File: src/rtl/tlb_pkg.sv
package tlb_pkg;
  parameter int VPN_W  = 20;
  parameter int PPN_W  = 20;
  parameter int ASID_W = 8;
  parameter int PERM_W = 3;

  typedef logic [VPN_W-1:0]  vpn_t;
  typedef logic [PPN_W-1:0]  ppn_t;
  typedef logic [ASID_W-1:0] asid_t;
  typedef logic [PERM_W-1:0] perm_t;

  typedef struct packed {
    vpn_t  vpn;
    asid_t asid;
    ppn_t  ppn;
    perm_t perm;
    logic  dirty;
  } tlb_entry_t;

  localparam int ENTRY_W = $bits(tlb_entry_t);

  // tag comparison shared by lookup and fill-duplicate probing
  function automatic logic tag_eq(input tlb_entry_t e, input vpn_t v, input asid_t a);
    return (e.vpn == v) && (e.asid == a);
  endfunction
endpackage

File: src/rtl/tlb_entry_store.sv
module tlb_entry_store
  import tlb_pkg::*;
#(
  parameter int ENTRIES = 32,
  localparam int IDX_W  = $clog2(ENTRIES)
) (
  input  logic               clk,
  input  logic               rst_n,
  input  vpn_t               look_vpn,
  input  asid_t              look_asid,
  input  vpn_t               probe_vpn,
  input  asid_t              probe_asid,
  input  logic               wr_en,
  input  logic [IDX_W-1:0]   wr_idx,
  input  tlb_entry_t         wr_entry,
  input  logic               flush_all,
  input  logic               flush_sel,
  input  asid_t              flush_asid,
  output logic [ENTRIES-1:0] valid_vec,
  output logic [ENTRIES-1:0] look_match,
  output logic [ENTRIES-1:0] probe_match,
  output logic [IDX_W-1:0]   look_slot,
  output tlb_entry_t         look_entry
);
  tlb_entry_t         ent_q [ENTRIES];
  logic [ENTRIES-1:0] valid_q;
  logic [ENTRIES-1:0] flush_hit;

  assign valid_vec = valid_q;

  for (genvar g = 0; g < ENTRIES; g++) begin : g_cmp
    assign look_match[g]  = valid_q[g] && tag_eq(ent_q[g], look_vpn, look_asid);
    assign probe_match[g] = valid_q[g] && tag_eq(ent_q[g], probe_vpn, probe_asid);
    assign flush_hit[g]   = flush_sel && (ent_q[g].asid == flush_asid);
  end

  always_ff @(posedge clk or negedge rst_n) begin
    if (!rst_n) begin
      valid_q <= '0;
    end else if (flush_all) begin
      valid_q <= '0;
    end else begin
      for (int i = 0; i < ENTRIES; i++) begin
        if (flush_hit[i])
          valid_q[i] <= 1'b0;
        else if (wr_en && (wr_idx == IDX_W'(i)))
          valid_q[i] <= 1'b1;
      end
    end
  end

  always_ff @(posedge clk or negedge rst_n) begin
    if (!rst_n) begin
      for (int i = 0; i < ENTRIES; i++) ent_q[i] <= '0;
    end else if (wr_en) begin
      ent_q[wr_idx] <= wr_entry;
    end
  end

  // at most one slot matches, so an OR-reduction acts as the read mux
  always_comb begin
    logic [ENTRY_W-1:0] acc;
    acc       = '0;
    look_slot = '0;
    for (int i = 0; i < ENTRIES; i++) begin
      if (look_match[i]) begin
        acc       = acc | ent_q[i];
        look_slot = look_slot | IDX_W'(i);
      end
    end
    look_entry = tlb_entry_t'(acc);
  end
endmodule

File: src/rtl/tlb_victim_pick.sv
module tlb_victim_pick #(
  parameter int ENTRIES = 32,
  localparam int IDX_W  = $clog2(ENTRIES)
) (
  input  logic               clk,
  input  logic               rst_n,
  input  logic [ENTRIES-1:0] valid_vec,
  input  logic [ENTRIES-1:0] dup_vec,
  input  logic               fill_go,
  output logic [IDX_W-1:0]   victim_idx,
  output logic               evict_ev,
  output logic [IDX_W-1:0]   rr_ptr
);
  function automatic logic [IDX_W-1:0] first_free(input logic [ENTRIES-1:0] v);
    first_free = '0;
    for (int i = ENTRIES - 1; i >= 0; i--)
      if (!v[i]) first_free = IDX_W'(i);
  endfunction

  function automatic logic [IDX_W-1:0] onehot_index(input logic [ENTRIES-1:0] v);
    onehot_index = '0;
    for (int i = 0; i < ENTRIES; i++)
      if (v[i]) onehot_index = onehot_index | IDX_W'(i);
  endfunction

  function automatic logic [IDX_W-1:0] rr_step(input logic [IDX_W-1:0] p);
    return (p == IDX_W'(ENTRIES - 1)) ? '0 : p + 1'b1;
  endfunction

  logic             all_valid;
  logic             dup_any;
  logic [IDX_W-1:0] rr_q;

  assign all_valid = &valid_vec;
  assign dup_any   = |dup_vec;
  assign evict_ev  = fill_go && all_valid && !dup_any;
  assign rr_ptr    = rr_q;

  always_comb begin
    if (dup_any)         victim_idx = onehot_index(dup_vec);
    else if (!all_valid) victim_idx = first_free(valid_vec);
    else                 victim_idx = rr_q;
  end

  always_ff @(posedge clk or negedge rst_n) begin
    if (!rst_n)        rr_q <= '0;
    else if (evict_ev) rr_q <= rr_step(rr_q);
  end
endmodule

File: src/rtl/tlb_fa_asid.sv
module tlb_fa_asid
  import tlb_pkg::*;
#(
  parameter int ENTRIES = 32,
  localparam int IDX_W  = $clog2(ENTRIES)
) (
  input  logic             clk,
  input  logic             rst_n,
  input  logic             asid_we,
  input  logic [7:0]       asid_wdata,
  input  logic             lk_valid,
  input  logic [19:0]      lk_vpn,
  output logic             lk_hit,
  output logic [IDX_W-1:0] lk_slot,
  output logic [19:0]      lk_ppn,
  output logic [2:0]       lk_perm,
  output logic             lk_dirty,
  output logic             walk_req,
  output logic [19:0]      walk_vpn,
  output logic [7:0]       walk_asid,
  input  logic             fill_valid,
  input  logic             fill_fault,
  input  logic [19:0]      fill_vpn,
  input  logic [7:0]       fill_asid,
  input  logic [19:0]      fill_ppn,
  input  logic [2:0]       fill_perm,
  input  logic             fill_dirty,
  output logic             req_fault,
  input  logic             flush_all,
  input  logic             flush_asid_en,
  input  logic [7:0]       flush_asid
);
  asid_t              cur_asid;
  logic [ENTRIES-1:0] valid_vec;
  logic [ENTRIES-1:0] match_vec;
  logic [ENTRIES-1:0] dup_vec;
  logic [IDX_W-1:0]   hit_slot;
  tlb_entry_t         hit_entry;
  tlb_entry_t         new_entry;
  logic               any_match;
  logic               fill_go;
  logic [IDX_W-1:0]   victim_idx;
  logic               evict_ev;
  logic [IDX_W-1:0]   rr_ptr;

  always_ff @(posedge clk or negedge rst_n) begin
    if (!rst_n)       cur_asid <= '0;
    else if (asid_we) cur_asid <= asid_wdata;
  end

  assign fill_go   = fill_valid && !fill_fault && !flush_all && !flush_asid_en;
  assign req_fault = fill_valid && fill_fault;
  assign new_entry = '{vpn: fill_vpn, asid: fill_asid, ppn: fill_ppn,
                       perm: fill_perm, dirty: fill_dirty};

  tlb_entry_store #(.ENTRIES(ENTRIES)) store_i (
    .clk        (clk),
    .rst_n      (rst_n),
    .look_vpn   (lk_vpn),
    .look_asid  (cur_asid),
    .probe_vpn  (fill_vpn),
    .probe_asid (fill_asid),
    .wr_en      (fill_go),
    .wr_idx     (victim_idx),
    .wr_entry   (new_entry),
    .flush_all  (flush_all),
    .flush_sel  (flush_asid_en),
    .flush_asid (flush_asid),
    .valid_vec  (valid_vec),
    .look_match (match_vec),
    .probe_match(dup_vec),
    .look_slot  (hit_slot),
    .look_entry (hit_entry)
  );

  tlb_victim_pick #(.ENTRIES(ENTRIES)) pick_i (
    .clk       (clk),
    .rst_n     (rst_n),
    .valid_vec (valid_vec),
    .dup_vec   (dup_vec),
    .fill_go   (fill_go),
    .victim_idx(victim_idx),
    .evict_ev  (evict_ev),
    .rr_ptr    (rr_ptr)
  );

  assign any_match = |match_vec;
  assign lk_hit    = lk_valid && any_match;
  assign lk_slot   = lk_hit ? hit_slot       : '0;
  assign lk_ppn    = lk_hit ? hit_entry.ppn  : '0;
  assign lk_perm   = lk_hit ? hit_entry.perm : '0;
  assign lk_dirty  = lk_hit && hit_entry.dirty;
  assign walk_req  = lk_valid && !any_match;
  assign walk_vpn  = lk_vpn;
  assign walk_asid = cur_asid;
endmodule

File: config.mk
export PLATFORM = sky130hd
export DESIGN_NAME = tlb_fa_asid
export DESIGN_NICKNAME = d
export VERILOG_FILES = /design/src/rtl/tlb_pkg.sv /design/src/rtl/tlb_entry_store.sv /design/src/rtl/tlb_victim_pick.sv /design/src/rtl/tlb_fa_asid.sv
export SDC_FILE = /design/constraint.sdc
export NUM_CORES = 2
export LEC_CHECK = 0
export BUFFER_PORTS_ARGS = -buffer_cell sky130_fd_sc_hd__buf_4
export CAP_MARGIN = 20
export CORE_ASPECT_RATIO = 2
export CORE_MARGIN = 2
export CORE_UTILIZATION = 55
export CTS_BUF_LIST = sky130_fd_sc_hd__clkbuf_4
export DETAILED_ROUTE_END_ITERATION = 8
export PLACE_DENSITY = 0.71
export SYNTH_ARGS = -nofsm -noshare
export SYNTH_HDL_FRONTEND = slang
export SYNTH_SLANG_ARGS = --single-unit
File: constraint.sdc
create_clock -name clk -period 3.7 [get_ports clk]
set_input_delay 0.185 -clock clk [delete_from_list [all_inputs] [get_ports clk]]
set_output_delay 0.185 -clock clk [all_outputs]
set_load 0.01 [all_outputs]
==> flow_summary.toml <==
[yosys]
ys.warnings.count = 0
syn_nets = 8205
ys_ff_latch = 1709
async_flop_share = 1.000
synthFlopType = "dfrtp_1"
synth.distinct_cells = 77
syn_area_per_cell_um2 = 11.77
synth_area_leaders = "dfrtp_1 45%, mux2_2 14%, xnor2_1 10%"
ys_seq_area_frac = 0.4483
synth_top_area_frac = 0.4483
synth_edf_count = 0
syn_inst = 8107
yosysTopAreaCell = "dfrtp_1"
syn-cell-area_um2 = 95390

[die]
start_util = 0.5524
die_h_um = 593.0
die_area_um2 = 177000
core-area_um2 = 172700
rows = 216
io_pins = 156
die_x_um = 298.5

[route]
wl_per_cell_um = 36.47
vias_per_cell = 6.569
ant_nets = 0
drc = 0
detail_route.iter0.violations = 9614
firstDrtPassIters = 9
vias = 84042
routed_wl_mm = 466.5

[setup_path]
critPathCaptureType = "output port"
worst-path-max-fanout = 12
r2r-start = "store_i.ent_q[84]"
worstSetupStartpointType = "register"
critPathRequiredTime_ns = 3.51
crit_start = "walk_asid[1]"
crit_type = "reg -> out"
cp_data_arrival_time_ns = 4.82

[power]
p_switching_mw = 12.10
powerDensity_nw_per_um2 = 323.2
leakage_nw = 61.34
intPower_mw = 28.66
max-vdd-ir-drop_v = 0.0004436
seqPwrFrac = 0.467
comb_power_share = 0.149
swShare = 0.2968
p_total_mw = 40.76
clockPowerShare = 0.385

[status]
status = "complete, but fails checks"
violations = "setup timing"

[placement]
portBuffers = 155
pre_cts_ws_ns = -1.001
globalplace.congestion = 1.089
dp.final_hpwl_mm = 318.1
dpl_cell_area_um2 = 115100

[hold_path]
min-delay-start = "fill_asid[4]"
hp-class = "in -> reg"

[timing]
tightest_slew_ns = 1.177
setup_ws_ns = -1.305
setup_viol = 1718
fin_worst_skew_ns = 0.1299
clock.fmax_mhz = 199.8
grt_setup_unrepaired = "true"
hold_viol = 0
period_needed_ns = 5.005
drv_slew = 0
fin_crit_sh = 1.353
slew_headroom = 0.2127

[grt]
grt_antenna_before_repair = 16
grt_pass1_vias = 87991
track_usage = 0.5078
grt_first_pass_wirelength_mm = 633.2
grt.overflow.total = 0
grt_max_degree = 106

[cells_and_area]
final_area_um2 = 126100
nets = 10292
finalCoreUtilization = 0.7303
drive_gt1_frac = 0.4205
area_growth_pct = 32.22
fill_cells = 12021

[clock_network]
cts_max_level = 5
clock_latency_ns = 1.27
cts.sinks = 1709
path_clk_slew_ns = 0.08
cts_tree = "yes"
cts_root_buffer = "clkbuf_4"
clockBufferDepth = 4
cts_buffers = 399

[run]
max-cap-violations = 0
-- layout by cell type (no fill, tap or decap), types with 22 or more instances in the layout --
master	n
nor3b_1	26
mux2_2	1176
or2_2	22
mux2_1	379
buf_4	1754
buf_6	72
dlygate4sd3_1	150
a222oi_1	45
a21oi_1	27
clkinv_1	86
buf_16	23
clkbuf_4	577
nand3_1	158
buf_12	363
a22o_1	67
o21ai_0	59
inv_1	37
xnor2_1	1096
nor3_1	59
a22oi_1	154
nor4_4	33
xor2_1	910
mux2_4	96
nor4_1	265
dfrtp_1	1700
a221oi_1	58
nand4_1	475
nor4_2	63
nand2_1	155
-- stage by stage --
stage	TNS [ns]	hold slack [ns]	instances
floorplan	0	-0.1106	8107
global placement	-1145.43	0.1479	11778
detailed placement	-1017.60	0.1533	11779
CTS	-291.58	0.0005047	12705
global route	-740.88	0.05655	12779
finish	-592.71	0.1082	12793
-- power by group through the flow --
stage | Clock (mW) | Sequential [mW] | Combinational (mW)
floorplan | 0 | 19.3 | 2.30
global placement | 0 | 19.4 | 5.39
detailed placement | 0 | 19.4 | 5.43
CTS | 15.7 | 19.0 | 5.80
global route | 16.6 | 19.0 | 6.18
finish | 15.7 | 19.0 | 6.07
-- layout make-up --
| cell class | instances | area [um^2] | area share |
|---|---|---|---|
| Tap cell | 2289 | 2864 | 0.02271 |
| Multi-Input combinational cell | 5661 | 51470 | 0.4081 |
| Clock inverter | 113 | 590.6 | 0.004682 |
| Antenna cell | 21 | 52.55 | 0.0004167 |
| Inverter | 38 | 145.1 | 0.001151 |
| Timing Repair Buffer | 2385 | 23880 | 0.1893 |
| Sequential cell | 1709 | 42790 | 0.3393 |
| Clock buffer | 577 | 4332 | 0.03434 |
-- worst paths after layout --
kind	end	slack (ns)	depth (start not counted)
min in group asynchronous	store_i.ent_q[1562]	0.43	4
min	store_i.ent_q[184]	0.11	4
max in group asynchronous	store_i.ent_q[1078]	2.48	5
min reg2reg	store_i.ent_q[11]	0.49	1
max reg2reg	store_i.ent_q[25]	-0.57	22
max	lk_ppn[19]	-1.30	14
-- logic make-up (layout without fill, tap and decap cells) --
kind of cell,after synthesis,count (layout),synth area share
DFF,1709,1709,0.4483
other,0,21,0
muxes,1656,1656,0.1954
buffers and inverters,737,3113,0.03753
xor gates and xnor gates,2036,2036,0.1869
adders and majority gates,2,2,0.0002623
and+or+nand+nor,1420,1420,0.08711
AOI/OAI and AO/OA,547,547,0.04440
-- critical path, cell delays in order, from the launching register on --
cell	delay [ns]
dfrtp_2	0.50
buf_4	0.17
buf_12	0.16
xor2_2	0.17
nor4_1	0.35
nand4_1	0.36
nor4_4	0.38
buf_12	0.21
nor4_4	0.06
and4_1	0.20
nand4_1	0.21
nand2_4	0.16
buf_12	0.20
a31oi_4	0.24
buf_6	0.14
-- cells in the mapped netlist, drive strengths merged, types with 24 or more instances --
library cell / instances
a21oi: 36
a221oi: 73
a222oi: 45
a22o: 67
a22oi: 159
a31oi: 24
buf: 451
clkbuf: 248
dfrtp: 1709
inv: 38
mux2: 1651
nand2: 168
nand3: 167
nand4: 476
nor2: 40
nor3: 71
nor3b: 26
nor4: 361
o21ai: 67
or2: 24
xnor2: 1107
xor2: 929
-- routing by layer --
metal	up-vias	global-route usage	routed length (um)
li1	33466	-	-
met1	41651	0.5238	146700
met2	6086	0.7955	207500
met3	2837	0.1257	45420
met4	2	0.5833	66860
met5	-	0	13
-- registers in the layout, summed over array words and instances, names as in the netlist --
| signal | cells |
|---|---|
| store_i.ent_q | 1664 |
| store_i.valid_vec | 32 |
| walk_asid | 8 |
| pick_i.rr_ptr | 5 |
-- what timing repair did --
action,CTS,global route
setup endpoints to repair,1723,1719
pin swaps,66,97
hold buffers,151,0
endpoints found under the hold margin,3408,0
cloned,10,17
buffers inserted,81,58
gates resized for setup,284,218
Note: power is estimated with default switching activity, not from simulation.
